$ cat config.mk
export PLATFORM = sky130hd
export DESIGN_NAME = tod_fixed_step_timer
export DESIGN_NICKNAME = d
export VERILOG_FILES = /design/src/rtl/tod_pkg.sv /design/src/rtl/tod_tick_gen.sv /design/src/rtl/tod_accum.sv /design/src/rtl/tod_host_regs.sv /design/src/rtl/tod_fixed_step_timer.sv
export SDC_FILE = /design/constraint.sdc
export NUM_CORES = 1
export LEC_CHECK = 0
export BUFFER_PORTS_ARGS = -buffer_cell sky130_fd_sc_hd__clkbuf_2
export CAP_MARGIN = 30
export CORE_UTILIZATION = 40
export CTS_CLUSTER_DIAMETER = 60
export DETAILED_ROUTE_END_ITERATION = 8
export GPL_TIMING_DRIVEN = 0
export PLACE_DENSITY = 0.63
export RECOVER_POWER = 25
export SLEW_MARGIN = 20
export SYNTH_ARGS = -nofsm -noshare
export SYNTH_HDL_FRONTEND = slang
export SYNTH_SLANG_ARGS = --single-unit
$ cat constraint.sdc
create_clock -name clk -period 5.7 [get_ports clk]
set_clock_uncertainty 0.05 [all_clocks]
set_input_delay 1.14 -clock clk [delete_from_list [all_inputs] [get_ports clk]]
set_output_delay 1.14 -clock clk [all_outputs]
set_load 0.05 [all_outputs]
$ cat src/rtl/tod_pkg.sv
package tod_pkg;

    localparam int NS_W    = 40;
    localparam int FRAC_W  = 32;
    localparam int WORD_W  = 32;
    localparam int ADDR_W  = 3;
    localparam int STEP_NS = 8;

    localparam int TOD_W = NS_W + FRAC_W;
    localparam int HI_W  = NS_W - WORD_W;
    localparam int MAG_W = WORD_W - 1;

    typedef struct packed {
        logic [NS_W-1:0]   ns;
        logic [FRAC_W-1:0] frac;
    } tod_t;

    typedef struct packed {
        logic             neg;
        logic [MAG_W-1:0] mag;
    } trim_t;

    typedef enum logic [ADDR_W-1:0] {
        SEL_FRAC  = 3'd0,
        SEL_NS_LO = 3'd1,
        SEL_NS_HI = 3'd2,
        SEL_TRIM  = 3'd3,
        SEL_CTRL  = 3'd4
    } reg_sel_e;

    // Per-tick increment of the whole {ns, frac} value: 8 ns +/- trim.
    function automatic logic [TOD_W-1:0] tick_step(trim_t t);
        logic [TOD_W-1:0] base;
        logic [TOD_W-1:0] m;
        base = TOD_W'(STEP_NS) << FRAC_W;
        m    = TOD_W'(t.mag);
        return t.neg ? (base - m) : (base + m);
    endfunction

    function automatic tod_t tod_add(tod_t cur, logic [TOD_W-1:0] step);
        logic [TOD_W-1:0] s;
        s = cur;
        s = s + step;
        return s;
    endfunction

endpackage

$ cat src/rtl/tod_tick_gen.sv
module tod_tick_gen
    import tod_pkg::*;
#(
    parameter int CLKS_PER_TICK = 1
) (
    input  logic clk,
    input  logic rst,
    input  logic run,
    output logic tick
);
    localparam int CW = (CLKS_PER_TICK > 1) ? $clog2(CLKS_PER_TICK) : 1;
    localparam logic [CW-1:0] LAST = CW'(CLKS_PER_TICK - 1);

    logic [CW-1:0] cnt_q;

    always_ff @(posedge clk) begin
        if (rst) begin
            cnt_q <= '0;
        end else if (run) begin
            cnt_q <= (cnt_q == LAST) ? '0 : cnt_q + 1'b1;
        end
    end

    assign tick = run && (cnt_q == LAST);


    halt_no_tick_chk: assert property (@(posedge clk) disable iff (rst)
        !run |-> !tick);

endmodule

$ cat src/rtl/tod_accum.sv
module tod_accum
    import tod_pkg::*;
(
    input  logic  clk,
    input  logic  rst,
    input  logic  tick,
    input  logic  load_en,
    input  tod_t  load_val,
    input  trim_t trim,
    output tod_t  now
);
    tod_t             now_q;
    logic [TOD_W-1:0] step;

    always_comb step = tick_step(trim);

    // Load has priority over the tick on the same edge.
    always_ff @(posedge clk) begin
        if (rst) begin
            now_q <= '0;
        end else if (load_en) begin
            now_q <= load_val;
        end else if (tick) begin
            now_q <= tod_add(now_q, step);
        end
    end

    assign now = now_q;


    step_range_chk: assert property (@(posedge clk) disable iff (rst)
        (tick && !load_en) |=> (((now_q.ns - $past(now_q.ns)) == 40'd7) ||
                                ((now_q.ns - $past(now_q.ns)) == 40'd8) ||
                                ((now_q.ns - $past(now_q.ns)) == 40'd9)));


    idle_hold_chk: assert property (@(posedge clk) disable iff (rst)
        (!tick && !load_en) |=> $stable(now_q));


    load_wins_chk: assert property (@(posedge clk) disable iff (rst)
        load_en |=> (now_q == $past(load_val)));

endmodule

$ cat src/rtl/tod_host_regs.sv
module tod_host_regs
    import tod_pkg::*;
(
    input  logic              clk,
    input  logic              rst,
    input  logic              host_wr,
    input  logic              host_rd,
    input  logic [ADDR_W-1:0] host_addr,
    input  logic [WORD_W-1:0] host_wdata,
    input  tod_t              now,
    output logic [WORD_W-1:0] host_rdata,
    output trim_t             trim,
    output logic              run,
    output logic              load_en,
    output tod_t              load_val
);
    reg_sel_e          sel;
    logic              halt_q;
    trim_t             trim_q;
    logic [WORD_W-1:0] lo_stage_q;
    logic [NS_W-1:0]   snap_q;
    logic [WORD_W-1:0] rdata_q;
    logic [WORD_W-1:0] rd_mux;

    assign sel = reg_sel_e'(host_addr);

    // Writes of the staging word, trim and control.
    always_ff @(posedge clk) begin
        if (rst) begin
            halt_q     <= 1'b1;
            trim_q     <= '0;
            lo_stage_q <= '0;
        end else if (host_wr) begin
            case (sel)
                SEL_NS_LO: lo_stage_q <= host_wdata;
                SEL_TRIM:  trim_q     <= trim_t'(host_wdata);
                SEL_CTRL:  halt_q     <= host_wdata[WORD_W-1];
                default:   ;
            endcase
        end
    end

    // Atomic time load on the high-word write.
    assign load_en       = host_wr && (sel == SEL_NS_HI);
    assign load_val.ns   = {host_wdata[HI_W-1:0], lo_stage_q};
    assign load_val.frac = '0;

    // Read selection.
    always_comb begin
        case (sel)
            SEL_FRAC:  rd_mux = now.frac;
            SEL_NS_LO: rd_mux = snap_q[WORD_W-1:0];
            SEL_NS_HI: rd_mux = WORD_W'(snap_q[NS_W-1:WORD_W]);
            SEL_TRIM:  rd_mux = trim_q;
            SEL_CTRL:  rd_mux = {halt_q, {(WORD_W-1){1'b0}}};
            default:   rd_mux = '0;
        endcase
    end

    always_ff @(posedge clk) begin
        if (rst) begin
            rdata_q <= '0;
            snap_q  <= '0;
        end else if (host_rd) begin
            rdata_q <= rd_mux;
            if (sel == SEL_FRAC) begin
                snap_q <= now.ns;
            end
        end
    end

    assign host_rdata = rdata_q;
    assign trim       = trim_q;
    assign run        = !halt_q;


    snap_hold_chk: assert property (@(posedge clk) disable iff (rst)
        !(host_rd && sel == SEL_FRAC) |=> $stable(snap_q));


    hi_zero_chk: assert property (@(posedge clk) disable iff (rst)
        (host_rd && sel == SEL_NS_HI) |=> (host_rdata[WORD_W-1:HI_W] == '0));


    ctrl_write_chk: assert property (@(posedge clk) disable iff (rst)
        (host_wr && sel == SEL_CTRL) |=> (run == !$past(host_wdata[WORD_W-1])));


    lo_stage_chk: assert property (@(posedge clk) disable iff (rst)
        (host_wr && sel == SEL_NS_LO) |-> !load_en);

endmodule

$ cat src/rtl/tod_fixed_step_timer.sv
module tod_fixed_step_timer
    import tod_pkg::*;
#(
    parameter int CLKS_PER_TICK = 1
) (
    input  logic              clk,
    input  logic              rst,
    input  logic              host_wr,
    input  logic              host_rd,
    input  logic [ADDR_W-1:0] host_addr,
    input  logic [WORD_W-1:0] host_wdata,
    output logic [WORD_W-1:0] host_rdata,
    output logic [NS_W-1:0]   tod_ns
);
    tod_t  now;
    tod_t  load_val;
    trim_t trim;
    logic  run;
    logic  tick;
    logic  load_en;

    tod_host_regs u_regs (
        .clk        (clk),
        .rst        (rst),
        .host_wr    (host_wr),
        .host_rd    (host_rd),
        .host_addr  (host_addr),
        .host_wdata (host_wdata),
        .now        (now),
        .host_rdata (host_rdata),
        .trim       (trim),
        .run        (run),
        .load_en    (load_en),
        .load_val   (load_val)
    );

    tod_tick_gen #(.CLKS_PER_TICK(CLKS_PER_TICK)) u_tick (
        .clk  (clk),
        .rst  (rst),
        .run  (run),
        .tick (tick)
    );

    tod_accum u_accum (
        .clk      (clk),
        .rst      (rst),
        .tick     (tick),
        .load_en  (load_en),
        .load_val (load_val),
        .trim     (trim),
        .now      (now)
    );

    assign tod_ns = now.ns;


    wrap_chk: assert property (@(posedge clk) disable iff (rst)
        (tick && !load_en && (now.ns == {NS_W{1'b1}}) && !trim.neg) |=> (tod_ns < 40'd16));

endmodule

# Word-level counts from Yosys, hierarchy flattened
# Index checks and enable logic that the tools add are counted.
# Widths: inputs -> output; s select.
[totals]
ff_bits = 210
in_bits = 39
elab_cells = 33
[op_classes]
addsub = 4
eq_ne = 4
n_mux = 5
bitwise_logic = 1
n_reduce_logical = 10
[op_table]
columns = ["operator", "count"]
rows = [
  ["$mux 72", 3],
  ["$pmux 32 s5", 1],
  ["$add 72x72->72", 1],
  ["$add 36x31->37 const A", 1],
  ["$sub 36x31->37 const A", 1],
  ["$reduce_and 2->1", 4],
  ["$eq 3x2->1 const B", 2],
  ["$eq 3x1->1 const B", 1],
  ["$eq 3x3->1 const B", 1],
  ["$logic_not 3->1", 1],
  ["$logic_and 1x1->1", 2],
  ["$reduce_bool 2->1", 1],
  ["$reduce_or 2->1", 1],
  ["$add 1x1->1 const B", 1],
  ["$logic_not 1->1", 1],
  ["$mux 1", 1],
  ["$not 1->1", 1],
]

# Depth between registers and ports, before layout
[depth]
ltp_word = 5
mapped_depth = 20
ltp_nobuf = 18

# Hierarchy
# From an unflattened synthesis, not the netlist that was laid out.
[unflattened]
hier_cells = 1552
hier_area_um2 = 12129.1
[modules_own_cells]
columns = ["module", "instances", "cells_per_inst", "area_each_um2", "seq_area_each_um2"]
rows = [
  ["tod_accum", 1, 858, 6422.4, 1441.4],
  ["tod_host_regs", 1, 693, 5699.2, 2742.6],
  ["tod_tick_gen", 1, 1, 7.5, 0.0],
]

# Least setup slack after synthesis
# No wires, ideal clock.
[synth_timing]
kind = "register to register"
from = "register u_regs.trim_q (netlist bit u_regs.trim[6])"
to = "register u_accum.now_q (netlist bit u_accum.now[56])"
setup_time_ps = 86
arrival_time_ps = 4663
t_required_ps = 5564
slack_ps = 902
stages_incl_launch_ff = 19
path_buffers = 2
period_less_slack_ps = 4798
path_cell_list = "dfxtp_1 or4_4 or4_4 or3_4 nand2b_4 nand2b_4 o41ai_4 xnor2_1 ha_1 clkbuf_1 a2111oi_0 a22oi_1 a221oi_1 o32ai_1 a31oi_4 buf_6 nor4_1 xnor2_1 a211oi_1"
[synth_between]
elab_chain_len = 5
elab_cells_between_ends = 6
[synth_lines]
columns = ["item", "line", "rtl"]
rows = [
  ["start, declared", "tod_host_regs.sv:19", "trim_t trim_q;"],
  ["start signal, assigned", "tod_host_regs.sv:36", "SEL_TRIM: trim_q <= trim_t'(host_wdata);"],
  ["$add 36x31->37 / $sub 36x31->37 (equally long branches)", "tod_pkg.sv:37", "return t.neg ? (base - m) : (base + m);"],
  ["$mux 72 *", "tod_pkg.sv:37", ""],
  ["$add 72x72->72 *", "tod_pkg.sv:43", "s = s + step;"],
  ["$mux 72 *", "tod_accum.sv:23", "end else if (tick) begin"],
  ["$mux 72 *", "tod_accum.sv:21", "end else if (load_en) begin"],
  ["end signal, assigned", "tod_accum.sv:22", "now_q <= load_val;"],
  ["end signal, assigned", "tod_accum.sv:24", "now_q <= tod_add(now_q, step);"],
  ["end, declared", "tod_accum.sv:12", "tod_t now_q;"],
]
# Mark *: on every way between the ends. The rest lies on a longest branch, timed or not. The select of a mux whose other input is x is not followed.
# A chain may end at the register's enable or synchronous reset.

# Worst setup path in the final report
[layout_timing]
from = "register u_regs.trim_q (netlist bit u_regs.trim[6])"
to = "register u_accum.now_q (netlist bit u_accum.now[49])"
# Same word-level chain as after synthesis.

==> summary.txt <==
STA
  – Worst-margin pin slew: 1.065 ns
  – Max Transition Viols Final: 0
  – Slew HR: 0.2854
  – Fmax: 0.1819 GHz
  – Setup TNS: 0 ns
  – Final min period: 5.498 ns
  – Final Hold Fails: 0
  – Final setup vio count: 0
  – RSZ-0062 raised after global routing: yes
  – Post-route clock period utilization: 0.9646
  – Setup ws final: 0.2019 ns

GRT
  – First-pass GRT wire length: 63.66 mm
  – Gr ovfl total: 0
  – Total track usage: 0.2679
  – Number of global-route vias before repair: 11090
  – Pin count of the biggest net entering global routing: 15
  – Number of antenna violations at the first check in global routing: 0

Setup path
  – Slowest cell on the critical path: a2111oi_1
  – Critical path class: flip-flop to flip-flop
  – CP startpoint kind: flip-flop
  – Largest delay share family, worst path: simple AND/OR/NAND/NOR gates
  – Critical Path AT: 5.89 ns
  – Critical-path cell list: or4_4, or4_4, or3_4, nand2b_4, o31ai_1, xnor2_1, ha_1, clkbuf_1, nand4_1, nor2_1, nand2_1, a21oi_1, o31ai_4, a2111oi_1, xnor2_1, a211oi_1
  – Buffers & Inverters on Critical Path: 1
  – Max incr delay on CP: 0.64 ns
  – Crit. End Element: flip-flop
  – CP Data Required Time: 6.09 ns
  – Max FO, Critical Path: 8

Synthesis
  – Largest family of logic cells by synthesized area: simple AND/OR/NAND/NOR gates
  – Multiplexer share of the synthesized area: 0.04296
  – Post-synthesis sequential area ratio: 0.3487
  – Post-Synth Simple-Gate Area: 0.2349
  – Adder-Cell Fraction of Synth Area: 0.04025
  – Top FF cell, synth: dfxtp_1
  – Mean Syn Cell Area: 7.711 sq um
  – Area fraction in compound gates after synthesis: 0.2036
  – Synthesized netlist cell count: 1556
  – EDFF count, synth: 0
  – Synth Cell Area: 12000 sq um
  – Ys Warns: 0
  – Post-synth ARST share: 0
  – XOR/XNOR Fraction of Synth Area: 0.06277
  – Netlist cell types: 68
  – Synth Net Count: 1633
  – Post-synthesis register bit count: 209

Final layout
  – Share of cells above drive strength 1: 0.1029
  – Nets: 1771
  – Most frequent cells in the layout: nand2_1, dfxtp_1, a21oi_1
  – Most common cell after layout, fill and taps aside: nand2_1
  – Ant. Diodes: 0
  – Layout area overhead: 16.11%

Power and ir drop
  – Worst VDD drop: 0.1878 mV
  – Part of the power in registers: 0.424
  – Combinational share of power: 0.095
  – Sw Ratio: 0.2622
  – Clock group share of total power: 0.481
  – PD cells: approximately 260 nW/um^2
  – Cell-internal power: 2.639 mW
  – Lkg Pwr: roughly 5.1 nW
  – Final Power: 3.577 mW
  – Switching power of the nets: 0.9381 mW

Floorplanning
  – Initial Utilization: 0.4059
  – Die area: 30690 sq um
  – Row Count: 63
  – I/O pin total: 111
  – Die Wd: 175.2 um
  – Core area: between 20000 and 30000 sq um
  – Die Y: 175.2 um

Placed design
  – Post-detail-place hpwl: 32.47 mm
  – Routability cong.: 0.9118
  – Dpl ws: -0.1162 ns
  – Port bufs: 108

Route
  – Drt wl/cell: ~20 um
  – Routed Antenna Nets: 0
  – Drt pass-1 iters: 5
  – Iteration-0 DRC Markers: 913
  – DRC viols: 0
  – Vias: roughly 12000
  – Routed wire length: 41.67 mm
  – Vias per cell: about 5.6

Worst hold path
  – HP Class: flip-flop to flip-flop

Clock network
  – Skew-Pair Late Insertion Delay: roughly 0.53 ns
  – CTS tree: built
  – CTS H-tree depth: 1
  – Clock Tree Root: clkbuf_16
  – Cts-stage hold buffer count: 0
  – Worst-path clk slew: 0.06 ns
  – CTS Buf Count: 25
  – Clk buf depth: 3
  – Clock sink count: 209

Outcome
  – Status: complete, no violations

Flow run
  – Max cap viols: 0
-- synthesized netlist by cell type, drive strengths merged, types with 14 or more instances --
library cell / count / area [sq um]
a211oi: 44 / 330.3
a21oi: 191 / 955.9
and3: 17 / 106.4
buf: 52 / 375.4
clkbuf: 95 / 357.8
dfxtp: 209 / 4184
ha: 37 / 462.9
inv: 18 / 67.56
mux2i: 32 / 320.3
nand2: 309 / 1160
nand3: 33 / 165.2
nand4: 21 / 131.4
nor2: 123 / 461.7
nor2b: 38 / 237.7
nor3: 18 / 90.09
o21ai: 68 / 340.3
o31ai: 16 / 133.9
xnor2: 72 / 630.6
xor2: 14 / 122.6
-- metrics by stage --
| step | std cells | area, sq um | hold WS (ns) | util |
|---|---|---|---|---|
| 2_1_floorplan | 1556 | 12000 | 0.3815 | - |
| 3_3_place_gp | 2054 | 13030 | 0.3890 | 0.4407 |
| 3_5_place_dp | 2054 | 13030 | 0.3933 | 0.4409 |
| 4_1_cts | 2100 | 13940 | 0.4010 | 0.4717 |
| 5_1_grt | 2101 | 13930 | 0.4258 | 0.4713 |
| 6_report | 2101 | 13930 | 0.4025 | 0.4713 |
-- sequential cells by signal, summed over array words and instances, names as in the netlist --
register / count
u_regs.snap_q: 40
u_regs.halt_q: 1
u_regs.host_rdata: 32
u_accum.now: 72
u_regs.trim: 32
u_regs.lo_stage_q: 32
-- cell families after synthesis --
kind of cell    count (synthesis)
simple gates                  618
compound gates                399
flops                         209
buf+inv                       165
xor+xnor                       86
mux                            41
fa+ha+maj                      38
-- timing repair --
item / 4_1_cts / 5_1_grt
gates resized for setup: 1 / 9
pin swaps: 0 / 1
setup buffers: 2 / 1
setup endpoints to repair: 18 / 31
-- routing by layer --
metal	GRT usage	part of all wire
met5	0	0
met4	0.1022	0.037
met3	0.03068	0.066
met2	0.4487	0.46
met1	0.3518	0.43
-- worst register-to-register path: cells and delay by family (launching register included) --
family                     cells  cell delay (ns)
adders and majority gates      1             0.30
xor gates and xnor gates       2             0.27
buffers and inverters          1             0.27
DFF                            1             0.41
and+or+nand+nor                7             2.39
AOI/OAI and AO/OA              5             1.74
-- cell type report --
cell class	instances	area [sq um]
Fill cell	3028	15630
Inverter	18	67.56
Sequential cell	209	4184
Timing Repair Buffer	111	514.2
Clock inverter	12	183.9
Multi-Input combinational cell	1182	7069
Tap cell	390	488.0
Buffer	147	733.2
Clock buffer	32	691.9
-- final timing paths --
kind / start / end / slack, ns / depth (start not counted)
min: u_regs.snap_q[2] / u_regs.snap_q[2] / 0.40 / 2
max reg2reg: u_regs.trim[6] / u_accum.now[49] / 0.20 / 16
max: u_regs.trim[6] / u_accum.now[49] / 0.20 / 16
min reg2reg: u_regs.snap_q[2] / u_regs.snap_q[2] / 0.40 / 2
-- power by group through the flow --
stage | clock (mW) | sequential (mW) | combinational (mW)
floorplan | 0 | 1.54 | 0.228
global placement | 0 | 1.55 | 0.329
detailed placement | 0 | 1.55 | 0.331
CTS | 1.74 | 1.52 | 0.333
global route | 1.80 | 1.52 | 0.360
finish | 1.72 | 1.52 | 0.339
(Power assumes the default switching activity.)
